<file path="src/rtl/pfetch_pkg.sv">
package pfetch_pkg;
  typedef struct packed {
    logic load;
    logic issue;
    logic pushPair;
    logic pushHigh;
    logic pop;
  } pfStrobe_t;
endpackage

</file>
<file path="src/rtl/pf_datapath.sv">
module pf_datapath
  import pfetch_pkg::*;
#(
  parameter int SEG_W = 16,
  parameter int ADDR_W = 20,
  parameter int QUEUE_DEPTH = 6,
  parameter logic [SEG_W-1:0] RESET_SEG = 16'hFFFF,
  parameter logic [SEG_W-1:0] RESET_OFF = 16'h0000,
  localparam int CNT_W = $clog2(QUEUE_DEPTH + 1),
  localparam int PTR_W = $clog2(QUEUE_DEPTH)
) (
  input  logic              clk,
  input  logic              rstN,
  input  pfStrobe_t         strb,
  input  logic [SEG_W-1:0]  flushSeg,
  input  logic [SEG_W-1:0]  flushOff,
  input  logic [15:0]       rdData,
  output logic [ADDR_W-1:0] physAddr,
  output logic              offLsb,
  output logic [CNT_W-1:0]  qCount,
  output logic [7:0]        headByte
);
  localparam int SHIFT = ADDR_W - SEG_W;

  logic [SEG_W-1:0] segReg, offReg;
  logic [PTR_W-1:0] rdPtr, wrPtr, wrPtr1;
  logic [7:0]       slots [QUEUE_DEPTH];

  function automatic logic [PTR_W-1:0] wrapInc(input logic [PTR_W-1:0] p);
    return (p == PTR_W'(QUEUE_DEPTH - 1)) ? '0 : p + 1'b1;
  endfunction

  // Address adder: carry beyond the top address bit is dropped.
  assign physAddr = {segReg, {SHIFT{1'b0}}} + {{SHIFT{1'b0}}, offReg};
  assign offLsb   = offReg[0];
  assign headByte = slots[rdPtr];
  assign wrPtr1   = wrapInc(wrPtr);

  always_ff @(posedge clk) begin
    if (!rstN) begin
      segReg <= RESET_SEG;
      offReg <= RESET_OFF;
    end else if (strb.load) begin
      segReg <= flushSeg;
      offReg <= flushOff;
    end else if (strb.pushPair) begin
      offReg <= offReg + SEG_W'(2);
    end else if (strb.pushHigh) begin
      offReg <= offReg + SEG_W'(1);
    end
  end

  // Per-slot write ports: first byte at wrPtr, second byte of a pair at wrPtr+1.
  for (genvar i = 0; i < QUEUE_DEPTH; i++) begin : g_slot
    always_ff @(posedge clk) begin
      if (!rstN) begin
        slots[i] <= '0;
      end else if (strb.pushPair && wrPtr == PTR_W'(i)) begin
        slots[i] <= rdData[7:0];
      end else if (strb.pushPair && wrPtr1 == PTR_W'(i)) begin
        slots[i] <= rdData[15:8];
      end else if (strb.pushHigh && wrPtr == PTR_W'(i)) begin
        slots[i] <= rdData[15:8];
      end
    end
  end

  logic [CNT_W-1:0] addN, subN;
  assign addN = strb.pushPair ? CNT_W'(2) : (strb.pushHigh ? CNT_W'(1) : '0);
  assign subN = strb.pop ? CNT_W'(1) : '0;

  always_ff @(posedge clk) begin
    if (!rstN || strb.load) begin
      rdPtr  <= '0;
      wrPtr  <= '0;
      qCount <= '0;
    end else begin
      if (strb.pop) rdPtr <= wrapInc(rdPtr);
      if (strb.pushPair) wrPtr <= wrapInc(wrPtr1);
      else if (strb.pushHigh) wrPtr <= wrPtr1;
      qCount <= qCount + addN - subN;
    end
  end

  assert_no_overflow_R4: assert property (@(posedge clk) disable iff (!rstN)
    qCount <= CNT_W'(QUEUE_DEPTH));

  assert_empty_pop_R8: assert property (@(posedge clk) disable iff (!rstN)
    (qCount == '0 && !strb.pushPair && !strb.pushHigh) |=> qCount == '0);
endmodule

</file>
<file path="src/rtl/pf_control.sv">
module pf_control
  import pfetch_pkg::*;
#(
  parameter int QUEUE_DEPTH = 6,
  localparam int CNT_W = $clog2(QUEUE_DEPTH + 1)
) (
  input  logic             clk,
  input  logic             rstN,
  input  logic             flushValid,
  input  logic             memReady,
  input  logic             memRdValid,
  input  logic             bytePop,
  input  logic [CNT_W-1:0] qCount,
  input  logic             offLsb,
  output logic             memReq,
  output pfStrobe_t        strb
);
  logic waitResp, staleResp, oddReq, respUsed;

  assign memReq = !waitResp && !staleResp && !flushValid &&
                  (qCount <= CNT_W'(QUEUE_DEPTH - 2));
  assign respUsed = !flushValid && memRdValid && waitResp && !staleResp;

  always_comb begin
    strb          = '0;
    strb.load     = flushValid;
    strb.issue    = memReq && memReady;
    strb.pushPair = respUsed && !oddReq;
    strb.pushHigh = respUsed && oddReq;
    strb.pop      = !flushValid && bytePop && (qCount != '0);
  end

  always_ff @(posedge clk) begin
    if (!rstN) begin
      waitResp  <= 1'b0;
      staleResp <= 1'b0;
      oddReq    <= 1'b0;
    end else if (flushValid) begin
      waitResp  <= 1'b0;
      staleResp <= (waitResp || staleResp) && !memRdValid;
    end else begin
      if (memRdValid) begin
        waitResp  <= 1'b0;
        staleResp <= 1'b0;
      end
      if (strb.issue) begin
        waitResp <= 1'b1;
        oddReq   <= offLsb;
      end
    end
  end

  assert_single_read_R5: assert property (@(posedge clk) disable iff (!rstN)
    (memReq && memReady) |=> !memReq);

  assert_hold_req_R5: assert property (@(posedge clk) disable iff (!rstN)
    (memReq && !memReady) |=> (memReq || flushValid));

  assert_flush_empties_R9: assert property (@(posedge clk) disable iff (!rstN)
    flushValid |=> qCount == '0);
endmodule

</file>
<file path="src/rtl/seg_prefetch_unit.sv">
module seg_prefetch_unit
  import pfetch_pkg::*;
#(
  parameter int SEG_W = 16,
  parameter int ADDR_W = 20,
  parameter int QUEUE_DEPTH = 6,
  parameter logic [SEG_W-1:0] RESET_SEG = 16'hFFFF,
  parameter logic [SEG_W-1:0] RESET_OFF = 16'h0000
) (
  input  logic              clk,
  input  logic              rstN,
  input  logic              flushValid,
  input  logic [SEG_W-1:0]  flushSeg,
  input  logic [SEG_W-1:0]  flushOff,
  output logic              memReq,
  output logic [ADDR_W-1:0] memAddr,
  input  logic              memReady,
  input  logic              memRdValid,
  input  logic [15:0]       memRdData,
  output logic              byteValid,
  output logic [7:0]        byteData,
  input  logic              bytePop
);
  localparam int CNT_W = $clog2(QUEUE_DEPTH + 1);

  pfStrobe_t        strb;
  logic [CNT_W-1:0] qCount;
  logic             offLsb;

  pf_control #(.QUEUE_DEPTH(QUEUE_DEPTH)) u_control (
    .clk(clk), .rstN(rstN), .flushValid(flushValid), .memReady(memReady),
    .memRdValid(memRdValid), .bytePop(bytePop), .qCount(qCount),
    .offLsb(offLsb), .memReq(memReq), .strb(strb)
  );

  pf_datapath #(
    .SEG_W(SEG_W), .ADDR_W(ADDR_W), .QUEUE_DEPTH(QUEUE_DEPTH),
    .RESET_SEG(RESET_SEG), .RESET_OFF(RESET_OFF)
  ) u_datapath (
    .clk(clk), .rstN(rstN), .strb(strb), .flushSeg(flushSeg),
    .flushOff(flushOff), .rdData(memRdData), .physAddr(memAddr),
    .offLsb(offLsb), .qCount(qCount), .headByte(byteData)
  );

  assign byteValid = (qCount != '0);
endmodule

</file>
<file path="config.mk">
export PLATFORM = sky130hd
export DESIGN_NAME = seg_prefetch_unit
export DESIGN_NICKNAME = d
export VERILOG_FILES = /design/src/rtl/pfetch_pkg.sv /design/src/rtl/pf_datapath.sv /design/src/rtl/pf_control.sv /design/src/rtl/seg_prefetch_unit.sv
export SDC_FILE = /design/constraint.sdc
export NUM_CORES = 1
export LEC_CHECK = 0
export ABC_AREA = 0
export BUFFER_PORTS_ARGS = -buffer_cell sky130_fd_sc_hd__buf_2
export CAP_MARGIN = 10
export CORE_MARGIN = 5
export CORE_UTILIZATION = 50
export DETAILED_ROUTE_END_ITERATION = 8
export PLACE_DENSITY_LB_ADDON = 0.08
export SLEW_MARGIN = 20
export SYNTH_ARGS = -nofsm -noshare
export SYNTH_HDL_FRONTEND = slang
export SYNTH_SLANG_ARGS = --single-unit
</file>
<file path="constraint.sdc">
create_clock -name clk -period 4.9 [get_ports clk]
set_clock_uncertainty 0.15 [all_clocks]
set_input_delay 0.49 -clock clk [delete_from_list [all_inputs] [get_ports clk]]
set_output_delay 0.49 -clock clk [all_outputs]
set_load 0.005 [all_outputs]
</file>
### Yosys cells after proc, flatten, opt, wreduce, memory -nomap -nowiden

Memories as Yosys holds them, arrays and structs flattened. A register that Yosys moved wholly into a read port is not among the register bits.
Cells that the tools add are included.

* register bits after elaboration: 44
* latch bits: 0
* bits in writable memories: 48
* ROM bits: 0
* bits of input ports: 54
* output and inout bits: 30
* word-level logic and storage cells: 203
* memories: 1

* $add $sub $neg: 8
* $mul: 0
* div/mod/pow operators: 0
* order comparisons: 1
* eq/ne operators: 11
* shifts and indexed selects: 0
* multiplexer cells: 107
* bitwise gates (word level): 20
* reduce and logical (&&, ||, !) cells: 47

Memories
* u_datapath.slots: depth 6, bits a word 8, read ports 1, clocked after memory_dff 1, wr ports 6, line pf_datapath.sv:27 `logic [7:0] slots [QUEUE_DEPTH];`

Operator list (count)
* $mux 8: 18
* $mux 1: 78
* $mux 16: 3
* $logic_and 1x1->1: 30
* $mux 3: 8
* $add 20x16->20: 1
* $or 1x1->1: 18
* $add 16x1->16 const B: 1
* $add 16x2->16 const B: 1
* $eq 3x3->1 const B: 5
* $eq 3x2->1 const B: 4
* $add 3x1->3 const B: 3
* $eq 3x1->1 const B: 2
* $logic_not 1->1: 6
* $logic_not 3->1: 2
* $reduce_bool 2->1: 3
* $reduce_bool 3->1: 2
* $add 3x3->3: 1
* $le 3x3->1 const B: 1
* $sub 3x3->3: 1
* $logic_or 1x1->1: 2
* $not 1->1: 2
* $reduce_and 2->1: 1
* $reduce_or 2->1: 1

### Depth between registers and ports, before layout

* depth in word-level cells: 12
* mapped depth: 11

### Modules after synthesis

From an unflattened synthesis, not the netlist that was laid out.

* cells, all modules: 531
* area total of the unflattened synthesis: 5481.5 µm²

By module, submodules not included
* pf_datapath: times used 1, cells an instance 510, area an instance 5295.1 µm², sequential area each 2322.2 µm²
* pf_control: times used 1, cells an instance 20, area an instance 180.2 µm², sequential area each 60.1 µm²
* seg_prefetch_unit: times used 1, cells an instance 1, area an instance 6.3 µm², sequential area each 0.0 µm²

### Worst setup path after synthesis

Ideal clock, no wire load.

* path type: register -> register
* from: reg u_datapath.wrPtr[0]
* to: mem u_datapath.slots[0][0], enable pin
* library setup time: 0.326 ns
* arrival: 2.187 ns
* slack: 2.237 ns
* stages on the path, launching flop included: 12
* path buffers: 3
* cell sequence: dfxtp_1 buf_2 buf_2 and2_1 ha_1 clkbuf_1 nand2_1 o21ai_0 and3_1 a31oi_1 nor2_1 a211o_1

RTL lines
* start, declared: line pf_datapath.sv:26 `logic [PTR_W-1:0] rdPtr, wrPtr, wrPtr1;`
* start signal, assigned: line pf_datapath.sv:79 `if (strb.pushPair) wrPtr <= wrapInc(wrPtr1);`
* start signal, assigned: line pf_datapath.sv:80 `else if (strb.pushHigh) wrPtr <= wrPtr1;`
* end, declared: line pf_datapath.sv:27

### Final worst setup path

* from: reg u_datapath.offReg[4]
* to: out memAddr[18]

* cells in the longest elaborated chain, start to end: 1

RTL lines
* start, declared: line pf_datapath.sv:25 `logic [SEG_W-1:0] segReg, offReg;`
* start signal, assigned: line pf_datapath.sv:45 `offReg <= flushOff;`
* start signal, assigned: line pf_datapath.sv:47 `offReg <= offReg + SEG_W'(2);`
* start signal, assigned: line pf_datapath.sv:49 `offReg <= offReg + SEG_W'(1);`
* $add 20x16->20: line pf_datapath.sv:34 `assign physAddr = {segReg, {SHIFT{1'b0}}} + {{SHIFT{1'b0}}, offReg};`
* end, declared: line seg_prefetch_unit.sv:16 `output logic [ADDR_W-1:0] memAddr,`

No other way between the ends.

==> flow_summary_export.csv <==
group,metric,value,unit
cells_and_area,syn_to_final_growth,12.28,%
setup_path,cp_max_fo,4,
clock_tree,path_clk_slew,0.10,ns
drt,vias,4343,
cells_and_area,finalCoreUtilization,0.5664,
drt,drc_errors,0,
setup_path,cp-start-kind,"register",
worst_hold_path,hp-class,"input pin to register",
yosys,synth_area,0.005420,sq mm
cells_and_area,diodes,0,
sta,setup_viol,0,
setup_path,rrSetupSlack,1.74,ns
global_route,grt_pass1_wl,21540,um
global_route,antenna_found_initial,0,
global_route,grt_pass1_vias,4300,
global_route,grt_remaining_overflow,0,
run_status,status,"completed",
global_route,track_usage,0.2126,
sta,fin_setup_tns,0,ns
yosys,synth_nets,610,
yosys,async_reset_ff_frac,0,
clock_tree,post_cts_buffers,0,
yosys,synth_seq_cells,95,
cells_and_area,layout_common_cells,"buf_2, nor2_1, edfxtp_1",
drt,routedWlPerCell,18.12,um
sta,finalMaxSlewViolations,0,
setup_path,critPathSlowestCell,"dfxtp_1",
setup_path,r2r.worst_path.cells,5,
place,dpl-instance-area,0.005866,sq mm
drt,drt-initial-drc-count,217,
cells_and_area,fin_nets,675,
sta,worst_slew_pin_slew,1.056,ns
cells_and_area,final_common_cell,"buf_2",
clock_tree,tritoncts,"built",
sta,post-route-period-util,0.6864,
sta,min_period,3.363,ns
floorplanning,fp.dieH,114.1,um
drt,ant_nets,0,
setup_path,r2r-end,"u_datapath.slots[2][7]$_DFFE_PP_",
pwr,peakVddDrop,0.1350,mV
setup_path,cp_slowest_stage_delay,0.40,ns
sta,hold_viol_final,0,
pwr,powerDensity,284.6,mW/mm^2
floorplanning,initial_core_util,0.5044,
setup_path,crit_path_end_kind,"output port",
clock_tree,cts-hold-fix-buffers,0,
global_route,grt_max_degree,40,
worst_hold_path,min-delay-start,"memRdValid",
sta,relSlewSlack,0.2950,
pwr,power.leakage,2.492,nW
drt,vias_per_cell,5.822,
worst_hold_path,min_to,"u_control.staleResp$_SDFFE_PN0P_",
worst_hold_path,worstHoldPathCells,2,
floorplanning,die_x,114.1,um
setup_path,worstReg2RegStart,"u_control.oddReq$_SDFFE_PN0P_",
yosys,synth_simple_gate_area_share,0.1600,
yosys,synth_compound_area_frac,0.1826,
yosys,synthMuxAreaShare,0.09049,
yosys,syn_inst,536,
sta,timing.fmax,0.2973,GHz
floorplanning,dieArea,0.01302,sq mm
clock_tree,clock_sinks,95,
clock_tree,clock_path_buffers,2,
setup_path,crit_type,"register to output port",
yosys,ys_seq_area_frac,0.4395,
yosys,synth_cell_types,66,
cells_and_area,layout-drive-gt1-share,0.2013,
clock_tree,cts-htree-levels,3,
place,io_buffers,83,
yosys,yosysWarnings,0,
floorplanning,coreArea,0.01075,sq mm
place,place_inst,730,
setup_path,cp.required,4.26,ns
clock_tree,cts-buffers-inserted,9,
cells_and_area,fillers,1008,
setup_path,crit_chain,"ha_1 -> inv_1 -> fa_1 -> nand2b_1 -> a211oi_1 -> o21a_1 -> o21ai_0 -> a21oi_1 -> xor2_1 -> buf_2",
clock_tree,clock_latency,0.36,ns
place,routabilityCongestion,0.8211,
drt,first_pass_iters,4,
clock_tree,cts-root-buf,"clkbuf_8",
flow_run,cap_violations,0,
yosys,synth_top_family_by_area,"compound AO/OA/AOI/OAI gates",
cells_and_area,finalInstanceArea,0.006086,sq mm
floorplanning,pin_count,84,
yosys,synthFlopType,"edfxtp_1",
yosys,yosys.area_share.adder,0.04894,
setup_path,cp_data_arrival_time,2.72,ns
cells_and_area,stdcell_count,746,
drt,wl,13520,um
place,dp_hpwl,9891,um
yosys,syn-mean-instance-area,10.11,sq um
yosys,synth_xor_xnor_area_share,0.03717,
clock_tree,cts_resized,0,
sta,grt_setup_unrepaired,"no",
yosys,synth-edff-count,48,
floorplanning,rows,38,
-- how the worst max path moves through the flow --
stage / to / depth (start not counted) / slack (ns) / start
after floorplan: u_datapath.slots[0][0]$_DFFE_PP_ / 11 / 2.24 / u_datapath.wrPtr[0]$_SDFFE_PP0P_
after global placement: u_datapath.qCount[1]$_SDFF_PP0_ / 8 / 1.41 / flushValid
after detailed placement: u_datapath.qCount[2]$_SDFF_PP0_ / 9 / 1.30 / flushValid
after CTS: memAddr[18] / 10 / 1.51 / u_datapath.offReg[4]$_SDFFE_PN0P_
after global routing: memAddr[18] / 10 / 1.24 / u_datapath.offReg[4]$_SDFFE_PN0P_
final: memAddr[18] / 10 / 1.54 / u_datapath.offReg[4]$_SDFFE_PN0P_
-- stage by stage --
stage	setup WS (ns)	total power, mW	hold slack, ns
final	1.537	1.732	0.1922
after global routing	1.243	1.817	0.1822
after CTS	1.508	1.745	0.1789
after detailed placement	1.305	1.172	0.3189
after global placement	1.412	1.166	0.3086
after floorplan	2.237	1.061	0.2959
-- cells in the mapped netlist, drive strengths merged, types with 3 or more instances --
| master | instances | area share |
|---|---|---|
| nor2 | 50 | 0.036 |
| edfxtp | 48 | 0.27 |
| dfxtp | 47 | 0.17 |
| a21oi | 46 | 0.045 |
| nand2 | 45 | 0.032 |
| a22o | 40 | 0.065 |
| mux2i | 31 | 0.057 |
| o21ai | 22 | 0.020 |
| ha | 18 | 0.042 |
| inv | 18 | 0.012 |
| and3 | 16 | 0.019 |
| buf | 15 | 0.017 |
| nand3 | 15 | 0.016 |
| clkbuf | 14 | 0.0097 |
| nor3 | 14 | 0.018 |
| xor2 | 13 | 0.021 |
| xnor2 | 10 | 0.016 |
| mux4 | 8 | 0.033 |
| a31oi | 4 | 0.0046 |
| and2 | 4 | 0.0046 |
| nand4 | 4 | 0.0046 |
| a211o | 3 | 0.0048 |
| clkinv | 3 | 0.0021 |
| nand2b | 3 | 0.0035 |
| nor2b | 3 | 0.0035 |
| o211ai | 3 | 0.0051 |
| o21a | 3 | 0.0042 |
| or3 | 3 | 0.0035 |
-- critical path: cells and delay by family, from the launching register on --
family / cells / cell delay (ns)
compound gates: 4 / 0.84
fa+ha+maj: 2 / 0.59
flops: 1 / 0.40
simple gates: 1 / 0.19
buf+inv: 2 / 0.18
xor+xnor: 1 / 0.15
-- registers in the layout, summed over array words and instances (netlist names), named ones only --
| signal | flops |
|---|---|
| u_control.waitResp | 1 |
| u_datapath.offReg | 16 |
| u_datapath.qCount | 3 |
| u_datapath.segReg | 16 |
| u_control.oddReq | 1 |
| u_datapath.slots | 48 |
| u_datapath.rdPtr | 3 |
| u_control.staleResp | 1 |
| u_datapath.wrPtr | 3 |
-- area by class of cell --
type,instances,area (sq um),share of cell area
sequential,95,2382,0.3914
timing repair buffer,83,415.4,0.06826
tap,140,175.2,0.02878
clock inverter,6,92.59,0.01521
clock buffer,10,127.6,0.02097
inverter,21,78.83,0.01295
multi-input combinational,391,2814,0.4624
-- metal layers --
metal	up-vias	track usage	share of wire
li1	2121	-	-
met1	2069	0.2710	0.44
met2	129	0.3681	0.49
met3	24	0.03436	0.047
met4	0	0.07126	0.023
met5	-	0	0
-- kinds of logic (layout without fill, tap and decap cells) --
| family | count (synthesis) | after routing |
|---|---|---|
| AO/OA/AOI/OAI | 141 | 141 |
| XOR/XNOR | 23 | 23 |
| adder cells (fa/ha/maj) | 20 | 20 |
| buffers and inverters | 50 | 120 |
| flip-flops | 95 | 95 |
| multiplexers | 39 | 39 |
| AND/OR/NAND/NOR | 168 | 168 |
-- where the power goes --
part	leakage (nW)	internal (mW)	switching, mW
clock	0.109	0.292	0.286
combinational	1.50	0.119	0.148
sequential	0.883	0.862	0.0245
total	2.49	1.27	0.458
(Power assumes the default switching activity.)
